<file path="config.mk">
export PLATFORM = sky130hd
export DESIGN_NAME = enh_ctrl_lock
export DESIGN_NICKNAME = d
export VERILOG_FILES = /design/src/rtl/enh_lock_pkg.sv /design/src/rtl/enh_lock_gate.sv /design/src/rtl/enh_lock_field.sv /design/src/rtl/enh_lock_rdmux.sv /design/src/rtl/enh_ctrl_lock.sv
export SDC_FILE = /design/constraint.sdc
export NUM_CORES = 1
export LEC_CHECK = 0
export BUFFER_PORTS_ARGS = -buffer_cell sky130_fd_sc_hd__clkbuf_2
export CORE_ASPECT_RATIO = 0.75
export CORE_MARGIN = 2
export CORE_UTILIZATION = 52
export CTS_CLUSTER_SIZE = 20
export DETAILED_ROUTE_END_ITERATION = 7
export PLACE_DENSITY = 0.91
export SETUP_SLACK_MARGIN = 0.4
export SLEW_MARGIN = 0
export SYNTH_ARGS = -nofsm -noshare
export SYNTH_HDL_FRONTEND = slang
export SYNTH_SLANG_ARGS = --single-unit
</file>
<file path="constraint.sdc">
create_clock -name clk -period 3.5 [get_ports clk]
set_clock_uncertainty 0.1 [all_clocks]
set_input_delay 0.875 -clock clk [delete_from_list [all_inputs] [get_ports clk]]
set_output_delay 0.875 -clock clk [all_outputs]
set_load 0.005 [all_outputs]
</file>
<file path="src/rtl/enh_lock_pkg.sv">
package enh_lock_pkg;

  localparam int unsigned DATA_W   = 8;
  localparam int unsigned NUM_REGS = 4;
  localparam int unsigned ADDR_W   = 3;

  // Guarded-bit masks, one per register index.
  localparam logic [DATA_W-1:0] MASK_IRQ_EN    = 8'hF0;
  localparam logic [DATA_W-1:0] MASK_IRQ_STAT  = 8'h30;
  localparam logic [DATA_W-1:0] MASK_FIFO_CTL  = 8'h30;
  localparam logic [DATA_W-1:0] MASK_MODEM_CTL = 8'hE0;

  typedef logic [DATA_W-1:0] byte_t;
  typedef byte_t [NUM_REGS-1:0] reg_bank_t;

  // Next stored value: guarded bits take new data only when permitted.
  function automatic byte_t guarded_merge(
    input byte_t old_v,
    input byte_t new_v,
    input byte_t mask,
    input logic  permit
  );
    byte_t keep;
    keep = permit ? '0 : mask;
    return (old_v & keep) | (new_v & ~keep);
  endfunction

endpackage

</file>
<file path="src/rtl/enh_lock_gate.sv">
module enh_lock_gate (
  input  logic clk,
  input  logic rst_n,
  input  logic en_in,
  output logic open_q
);

  always_ff @(posedge clk or negedge rst_n) begin
    if (!rst_n) open_q <= 1'b0;
    else        open_q <= en_in;
  end

endmodule

</file>
<file path="src/rtl/enh_lock_field.sv">
module enh_lock_field
  import enh_lock_pkg::*;
#(
  parameter int unsigned IDX   = 0,
  parameter byte_t       GUARD = '0
) (
  input  logic              clk,
  input  logic              rst_n,
  input  logic              wr_en,
  input  logic [ADDR_W-1:0] wr_addr,
  input  byte_t             wr_data,
  input  logic              permit,
  output logic              hit,
  output byte_t             q
);

  assign hit = wr_en && (wr_addr == ADDR_W'(IDX));

  always_ff @(posedge clk or negedge rst_n) begin
    if (!rst_n)   q <= '0;
    else if (hit) q <= guarded_merge(q, wr_data, GUARD, permit);
  end

endmodule

</file>
<file path="src/rtl/enh_lock_rdmux.sv">
module enh_lock_rdmux
  import enh_lock_pkg::*;
(
  input  logic [ADDR_W-1:0] rd_addr,
  input  reg_bank_t         bank,
  output byte_t             rd_data
);

  always_comb begin
    rd_data = '0;
    for (int i = 0; i < int'(NUM_REGS); i++) begin
      if (rd_addr == ADDR_W'(i)) rd_data = bank[i];
    end
  end

endmodule

</file>
<file path="src/rtl/enh_ctrl_lock.sv">
module enh_ctrl_lock
  import enh_lock_pkg::*;
(
  input  logic              clk,
  input  logic              rst_n,
  input  logic              lock_en_i,
  input  logic              wr_en_i,
  input  logic [ADDR_W-1:0] wr_addr_i,
  input  logic [DATA_W-1:0] wr_data_i,
  input  logic [ADDR_W-1:0] rd_addr_i,
  output logic [DATA_W-1:0] rd_data_o,
  output logic [DATA_W-1:0] irq_en_o,
  output logic [DATA_W-1:0] irq_stat_o,
  output logic [DATA_W-1:0] fifo_ctl_o,
  output logic [DATA_W-1:0] modem_ctl_o,
  output logic              open_o
);

  localparam reg_bank_t GUARDS = '{MASK_MODEM_CTL, MASK_FIFO_CTL,
                                   MASK_IRQ_STAT, MASK_IRQ_EN};

  logic                open_q;
  reg_bank_t           bank_q;
  logic [NUM_REGS-1:0] hit_w;
  reg_bank_t           guarded_view_w;  // guarded bits only, for checking

  enh_lock_gate u_gate (
    .clk    (clk),
    .rst_n  (rst_n),
    .en_in  (lock_en_i),
    .open_q (open_q)
  );

  for (genvar g = 0; g < int'(NUM_REGS); g++) begin : g_field
    enh_lock_field #(
      .IDX   (g),
      .GUARD (GUARDS[g])
    ) u_field (
      .clk     (clk),
      .rst_n   (rst_n),
      .wr_en   (wr_en_i),
      .wr_addr (wr_addr_i),
      .wr_data (wr_data_i),
      .permit  (open_q),
      .hit     (hit_w[g]),
      .q       (bank_q[g])
    );
    assign guarded_view_w[g] = bank_q[g] & GUARDS[g];
  end

  enh_lock_rdmux u_rdmux (
    .rd_addr (rd_addr_i),
    .bank    (bank_q),
    .rd_data (rd_data_o)
  );

  assign irq_en_o    = bank_q[0];
  assign irq_stat_o  = bank_q[1];
  assign fifo_ctl_o  = bank_q[2];
  assign modem_ctl_o = bank_q[3];
  assign open_o      = open_q;

endmodule

</file>
# [Word-level counts from Yosys, hierarchy flattened]
# Index checks and enable logic that the tools add are counted.
[totals] register_bits=33 latch_bits=0 ramBits=0 mem_bits_ro=0 out_inout_bits=41 wordCells=38 n_memories=0
[op_classes] add_sub_neg=0 n_mul=0 n_div=0 n_lt_le_gt_ge=0 eq_ne=6 shift=0 muxes=7 bitwise_logic=14 reduce_logical=6
[ops] operator="8-bit bitwise AND" n=7
[ops] operator="8-bit two-way mux" n=6
[ops] operator="8-bit OR" n=4
[ops] operator="8-bit inverter" n=3
[ops] operator="3-bit by 2-bit == test with 1-bit output (second input constant)" n=4
[ops] operator="3-bit by 1-bit == test with 1-bit output (second input constant)" n=2
[ops] operator="3-bit logical NOT" n=2
[ops] operator="6-bit two-way mux" n=1
[ops] operator="1-bit logical AND" n=4

# [Logic depth before layout (Yosys ltp)]
# Gate-level depths: netlist of run 1.
[logic_depth] word_depth=5 ltp_mapped=4

# [By module]
# Synthesis of run 1 repeated with hierarchy kept, for this count alone.
[hier_totals] cells_unflattened=116 area_unflattened_um2=1634.1
[modules_own_cells] mod="enh_lock_field at g_field[1].u_field ..." instances=2 cells_per_inst=19 area_each_um2=332.8
[modules_own_cells] mod="enh_lock_field at g_field[3].u_field" instances=1 cells_per_inst=29 area_each_um2=341.6
[modules_own_cells] mod="enh_lock_field at g_field[0].u_field" instances=1 cells_per_inst=18 area_each_um2=340.3
[modules_own_cells] mod="enh_lock_rdmux" instances=1 cells_per_inst=30 area_each_um2=261.5
[modules_own_cells] mod="enh_lock_gate" instances=1 cells_per_inst=1 area_each_um2=25.0

# [Worst setup path after synthesis of run 1]
# OpenSTA, ideal clock, no wires.
[synth_path] path_type="input to output" startpoint="input rd_addr_i[0]" endpoint="output rd_data_o[0]" t_arrival_ns=1.745 slack_ns=0.780 cell_stages=3 n_path_buf=1 path_cell_list="buf_2 -> mux4_2 -> nor2b_1"
[synth_via] elab_chain_len=5 word_cells_on_any_way=8 cone_classes="3 x eq/ne; 4 x mux; 1 x reduce/logical"
[synth_lines] item="start, declared" line="enh_ctrl_lock.sv:10" text="input logic [ADDR_W-1:0] rd_addr_i,"
[synth_lines] item="3-bit logical NOT" line="enh_lock_rdmux.sv:12" text="if (rd_addr == ADDR_W'(i)) rd_data = bank[i];"
[synth_lines] item="8-bit two-way mux (3 in series)" line="enh_lock_rdmux.sv:12"
[synth_lines] item="8-bit two-way mux (*)" line="enh_lock_rdmux.sv:12"
[synth_lines] item="end, declared" line="enh_ctrl_lock.sv:11" text="output logic [DATA_W-1:0] rd_data_o,"
# Mark *: on every way between the ends. The rest lies on a longest branch, timed or not.

# [Worst setup path in the final report of run 1]
[layout_path] startpoint="input rd_addr_i[0]" endpoint="output rd_data_o[4]"
# Same word-level chain as after synthesis.

==> results of run 1 <==
-- report_power, final --
group	internal, mW	leakage, nW	switching (mW)
Combinational	0.184	0.522	0.101
Clock	0.156	0.0443	0.131
Sequential	0.466	0.399	0.0683
Total	0.806	0.965	0.300
-- cells in the mapped netlist (all sizes together) --
library cell / n / area share [%]
inv: 1 / 0.24
nor2b: 8 / 3.2
nand4b: 1 / 1.5
dfrtp: 33 / 53
mux2: 32 / 24
mux4: 8 / 12
or2: 1 / 0.40
nor4b: 1 / 1.5
and4bb: 2 / 1.6
nand2: 3 / 1.2
buf: 4 / 1.6
-- worst paths after layout --
check,cells after the start,start,slack [ps],to
worst max register to register,3,u_gate.open_q$_DFF_PN0_,2220,flop
worst max-delay path,4,rd_addr_i[0],560,rd_data_o[4]
worst min-delay path,1,flop,430,flop
worst min register to register,1,flop,430,flop
min in group asynchronous,1,rst_n,570,async pin
max in group asynchronous,1,rst_n,2230,async pin
-- logic make-up after synthesis --
kind of cell / Yosys count / share of synthesized area [%]
flops: 33 / 53.0
simple gates: 16 / 9.48
mux: 40 / 35.7
buf+inv: 5 / 1.85
-- layer usage --
| metal | wire length, um | global-route usage, % | part of all wire, % |
|---|---|---|---|
| met1 | 1420 | 28.3 | 42 |
| met2 | 1640 | 35.5 | 49 |
| met4 | 38 | 6.12 | 1.1 |
| met5 | 0 | 0 | 0 |
| met3 | 259 | 7.49 | 7.7 |
-- through the flow --
| step | area [um2] | cells | hold WS, ps | total power [mW] | utilization [%] |
|---|---|---|---|---|---|
| CTS | 1960 | 193 | 437 | 1.12 | 67.6 |
| detailed placement | 1870 | 186 | 418 | 0.831 | 64.7 |
| floorplan | 1560 | 94 | 421 | 0.677 | - |
| global route | 1960 | 193 | 457 | 1.17 | 67.6 |
| global placement | 1870 | 186 | 412 | 0.812 | 64.7 |
| finish | 1960 | 193 | 434 | 1.11 | 67.6 |
-- layout make-up --
class | count | area, um2 | share of cell area (%)
Timing Repair Buffer | 58 | 290 | 14.8
Tap cell | 38 | 47.5 | 2.43
Sequential cell | 33 | 826 | 42.2
Inverter | 1 | 3.75 | 0.192
Clock buffer | 7 | 86.3 | 4.41
Multi-Input combinational cell | 56 | 703 | 35.9
==> results.md, run 1 <==
Run status:
- The flow ran to the end, and the final reports show no timing, DRC or antenna violations.

Clock tree:
- The count of hold buffers inserted by post-cts repair is 0.
- No sink is reached through more buffers than the 2 on the longest clock path.
- The clock transition at the registers of the reported paths is 60 ps.
- The insertion delay of the later-clocked pin in the worst-skew pair is 280 ps.
- Post-CTS repair changed the size of 0 cells.
- The H-tree depth is 2.
- The CTS buffer count is 5.
- TritonCTS built the clock tree.
- The tree built by TritonCTS fans out to 33 sinks.
- The total setup buffers inserted after CTS is 0.
- The root cell of the clock tree is sky130_fd_sc_hd__clkbuf_8.

Layout:
- The repair_antennas step left the layout with diodes totalling 0.
- The net total in the final layout is 173.
- The layout cell share with drive strength beyond 1 is approximately 69%.
- Leaving out fill and tap cells, the most frequent cell in the layout is sky130_fd_sc_hd__clkbuf_2.
- Counting the fill cells in the layout gives 227.
- The area overhead of the layout relative to synthesis is 25.6%.
- The library cells used most frequently in the layout, excluding fill and tap cells, are sky130_fd_sc_hd__clkbuf_2 (58), sky130_fd_sc_hd__dfrtp_1 (33), sky130_fd_sc_hd__mux2_2 (28).

Critical path:
- STA puts the critical path data arrival time at ~2000 ps.
- The peak per-stage delay on the critical path is approximately 540 ps.
- The required time reported for the critical path endpoint is 2520 ps.
- Broken down by cell family, the worst path's largest delay share belongs to multiplexers.
- The dominant cell type by count on the critical path is sky130_fd_sc_hd__clkbuf_2.
- STA classifies the critical path startpoint as an input port.
- The largest fanout on the critical path is 8.
- The critical path start-end classification is in -> out.
- The cell with the largest stage delay on the worst path is sky130_fd_sc_hd__mux4_2.
- The critical path goes through clkbuf_2, mux4_2, nor2b_1, clkbuf_2.
- Together, buffers and inverters on the worst path number 2.
- The type of destination of the critical path is an output port.

Routing:
- For this run, the detailed router's first-pass iteration total came to 4.
- The sum of routed wire length over all layers is 3350 um.
- The via count normalized by instance count is 5.44.
- The wire length per cell after detailed routing is 17.4 um.
- In this run, the number of DRC markers left after iteration 0 of detailed routing was 36.
- The residual DRC count is 0.
- For this block, the via count after detailed routing is roughly 1100.
- In this run the remaining antenna-violating nets after routing total 0.

STA:
- After layout, the minimum clock period comes to 2940 ps.
- Static timing analysis puts the maximum clock frequency at 340 MHz.
- At the pin with the least slew margin, the transition time is 799 ps.
- Once routing completed, OpenROAD measured the worst setup slack at 562 ps.
- After layout, the worst path uses 84.0% of the clock period.
- The final setup TNS is 0 ps.
- In this run the tightest slew margin relative to its limit is 46.7%.
- Setup repair after global routing left no endpoint under its margin.
- The number of max-slew violations in the final report is 0.
- The setup violation total in the final timing report is 0.
- The number of failing hold endpoints at the final stage was 0.

Global route:
- The total overflow left after global routing is 0.
- The number of global-route vias before repair was 1023.
- In the global route stage, overall resource usage came out at between 20% and 30%.
- The first global-routing pass estimated 5250 um of wire.
- The initial antenna violation count was 0.
- The pin count of the biggest net entering global routing is 34.

Die:
- In this run the vertical extent of the chip is 51.4 um.
- The area enclosed by the die boundary is roughly 3500 um2.
- In this run the core area contains 17 standard-cell rows.
- The initial core utilization is 53.8%.
- The die width is 67.2 um.
- In this run the standard cell core region covers 2890 um2.
- slightly below 60 I/O pins were placed.

Logic synthesis:
- The sequential-to-total area share from yosys stat is 53.0%.
- After synthesis the netlist holds a flip-flop and latch count of 33.
- After synthesis, the mean cell area works out to 16.6 um2.
- The post-synthesis net count is around 110.
- In the synthesized netlist, the number of instances is 94.
- The post-synthesis instance area is 1560 um2.
- In this run, distinct cell masters in the synthesized netlist total 14.
- The number of warnings reported in the yosys synthesis log is 0.

Placement:
- The worst slack after detailed placement is 534 ps.
- The number of port buffers is 58.
- The global placer's final weighted congestion is 0.733.
- The detailed placer's ending HPWL is 2510 um.

Power:
- The total power density per cell area is 565 nW/um2.
- Across the VDD grid, the largest voltage drop is 0.351 mV.
- For this design the static power due to leakage is 0.965 nW.

Run:
- The tool flagged a number of max-cap violations equal to 0.

Min path:
- The type of the most critical hold path is reg -> reg.
(Power assumes the default switching activity.)
==> inputs of run 2 (changes only) <==
--- a/config.mk
+++ b/config.mk
@@ -8,10 +8,10 @@
 export BUFFER_PORTS_ARGS = -buffer_cell sky130_fd_sc_hd__clkbuf_2
 export CORE_ASPECT_RATIO = 0.75
 export CORE_MARGIN = 2
-export CORE_UTILIZATION = 52
+export CORE_UTILIZATION = 43
 export CTS_CLUSTER_SIZE = 20
 export DETAILED_ROUTE_END_ITERATION = 7
-export PLACE_DENSITY = 0.91
+export PLACE_DENSITY = 0.81
 export SETUP_SLACK_MARGIN = 0.4
 export SLEW_MARGIN = 0
 export SYNTH_ARGS = -nofsm -noshare
==> constraint.sdc (replaced) <==
create_clock -name clk -period 2.62 [get_ports clk]
set_clock_uncertainty 0.1 [all_clocks]
set_input_delay 0.655 -clock clk [delete_from_list [all_inputs] [get_ports clk]]
set_output_delay 0.655 -clock clk [all_outputs]
set_load 0.005 [all_outputs]
==> run 2 against run 1 <==
Non-clock buffer count grew 4. Global-route usage shrank 4.0 points. Design area up 6.4%. Critical path depth stayed put. Sequential share of layout area down 2.5 points. Register-to-register slack got worse by 910 ps. Combinational power is 40% higher. Die area rose by 19%. Worst hold slack worse by 77 ps. Largest cell class unchanged. Highest routed layer unchanged.
==> results.md, run 2 (synthesis results as in run 1) <==
Run status:
- The run finished with clean final reports.

Routing:
- The residual antenna-violating net count after detailed routing was 0 (unchanged).
- The via count is 1061 (+1.0%).
- The sum of routed wire length over all layers is 3430 um (+2.4%).
- The total iterations of the first detailed-routing run is 4 (unchanged).
- The wire length per cell after detailed routing was 17.2 um (-1.2%).
- The via count normalized by instance count is 5.31 (-2.5%).
- The residual DRC count is 0 (unchanged).
- The DRC marker count from the first detailed-route iteration is 55 (+53%).

Layout:
- In the layout the commonest cells are sky130_fd_sc_hd__clkbuf_2 (55), sky130_fd_sc_hd__dfrtp_1 (33), sky130_fd_sc_hd__mux2_2 (28).
- Leaving out fill and tap cells, the most frequent cell in the layout is sky130_fd_sc_hd__clkbuf_2.
- The layout filler cell count came to 271 (+19%).
- The number of antenna repair diodes is 0 (unchanged).
- The net total in the final layout was 177 (+2.3%).
- Compared with the post-synthesis result, the final layout area differs by 33.7%.
- The layout cell share with drive strength beyond 1 was 71.9% (+2.8 points).

Global route:
- The aggregate global routing overflow is 0 (unchanged).
- The number of global-route vias before repair was 1116 (+9.1%).
- The overall track demand over capacity in global routing is 18.0% (-4.0 points).
- The first-pass GRT wire length is 5570 um (+6.1%).
- The initial antenna violation count is 0 (unchanged).
- The pin count of the biggest net entering global routing is 34 (unchanged).

Clock tree:
- The CTS buffer count was 5 (unchanged).
- The count of hold buffers inserted by post-cts repair is 0 (unchanged).
- The maximum buffer depth of the clock tree is 2 (unchanged).
- TritonCTS built the clock tree.
- The clock transition at the registers of the reported paths is 70 ps (about the same).
- The TritonCTS sink count is 33 (unchanged).
- The H-tree depth came to 2 (unchanged).
- The root cell of the clock tree is sky130_fd_sc_hd__clkbuf_8.
- The insertion delay of the later-clocked pin in the worst-skew pair is 280 ps (about the same).

Critical path:
- The minimum setup slack among reg-to-reg paths is 1310 ps (-910 ps).
- The critical path start-end classification is in -> out.
- The required time reported for the critical path endpoint came to 1870 ps (-650 ps).
- The kind of start point of the critical path is an input port.
- The worst-case reg-to-reg path depth is 3 (unchanged).
- The worst setup path is captured at an output port.
- The worst setup path startpoint is rd_addr_i[0].
- The largest fanout on the critical path is 8 (unchanged).
- The signal arrival time at the worst endpoint is 1540 ps (-420 ps).
- The startpoint identified for the worst register-to-register timing path is u_gate.open_q$_DFF_PN0_.

STA:
- The transition at the pin with the smallest max-transition slack is 823 ps (+24.0 ps).
- The final worst slack is 324 ps (-237 ps).
- Setup repair after global routing could not meet its margin everywhere.
- The setup violation total in the final timing report came to 0 (unchanged).
- Timing would allow up to 436 MHz.
- The number of failing hold endpoints at the final stage came to 0 (unchanged).
- The final setup TNS was 0 ps (unchanged).
- The final critical-path share of the clock period is 87.6%.
- The headroom to the max-slew limit is 45.1% (-1.6 points).
- The final period demand of the worst path is between 2000 and 2500 ps.
- The number of max-slew violations in the final report is 0 (unchanged).

Placement:
- The worst slack after detailed placement came to 122 ps (-412 ps).
- The global placer's final weighted congestion is 0.832 (+13%).
- The detailed placer's ending HPWL is 2530 um (+0.82%).
- The number of port buffers is 58 (unchanged).

Run:
- The max-capacitance violation count is 0 (unchanged).

Min path:
- The path class of the tightest hold or removal check is in -> async.

Die:
- The count of pins on the block boundary is 59 (unchanged).
- The die extent in y is 56.1 um (+9.2%).
- The die width came to 73.5 um (+9.4%).
- The number of rows in the core area is 18 (+1).
- The initial core utilization is 46.1% (-7.7 points).
- The area enclosed by the die boundary is 4130 um2 (+19%).
- The placeable core area is 3380 um2 (+17%).

Power:
- The total power density per cell area is 808 nW/um2 (+43%).
- The leakage power figure is 1.03 nW (+6.5%).
- The peak supply drop is 0.490 mV (+40%).
==> run 2: changes by cell type in the layout (fill, tap and decap cells not counted), sizes merged <==
cell	previous run	this run
bufinv	0	2
buf	0	6
clkbuf	65	61
clkinv	0	1
==> run 2: how the worst max path moves through the flow <==
stage / end
after floorplan: rd_data_o[5]
after detailed placement: rd_data_o[4]
after global routing: rd_data_o[2]
final: rd_data_o[4]
after global placement: rd_data_o[4]
after CTS: rd_data_o[1]
==> run 2: where the power goes <==
part | total, mW | switching, mW | leakage [nW] | internal [mW]
sequential | 0.712 | 0.0903 | 0.399 | 0.622
combinational | 0.400 | 0.140 | 0.561 | 0.261
clock | 0.570 | 0.192 | 0.0681 | 0.378
total | 1.68 | 0.421 | 1.03 | 1.26
==> run 2: critical path, cell delays in order <==
cell and delay (ps):
sky130_fd_sc_hd__clkbuf_16 140, sky130_fd_sc_hd__mux4_2 490, sky130_fd_sc_hd__nor2b_4 140, sky130_fd_sc_hd__clkbuf_2 110
==> run 2: area by class of cell <==
cell class,count,area (um2),area share [%]
well taps,40,50.0,2.40
multi-input cells,56,718,34.5
inverters,1,3.75,0.180
clock buffers,5,68.8,3.31
repair buffers,62,350,16.8
flip-flops and latches,33,826,39.7
clock inverters,3,65.1,3.12
==> run 2: stage by stage <==
| step | util (%) | power (mW) | std cells | cell area, um2 | hold WS, ps |
|---|---|---|---|---|---|
| after floorplan | - | 0.905 | 94 | 1560 | 259 |
| after global placement | 55.7 | 1.09 | 189 | 1880 | 410 |
| after detailed placement | 55.7 | 1.11 | 189 | 1880 | 420 |
| after CTS | 60.9 | 1.69 | 198 | 2060 | 378 |
| after global routing | 61.6 | 1.76 | 200 | 2080 | 380 |
| final | 61.6 | 1.68 | 200 | 2080 | 357 |
==> run 2: layer usage <==
metal  vias to the layer above  track usage (%)  wire, um
met5                         -                0         0
met1                       540             23.7      1560
li1                        484                -         -
met2                        34             28.7      1670
met3                         3             5.62       183
met4                         0             4.68        23
==> run 2: repair_timing <==
action,CTS,global route
endpoints found under the setup margin,8,8
gates cloned,0,0
buffers inserted,1,2
pin swaps,0,0
resized for setup,7,4
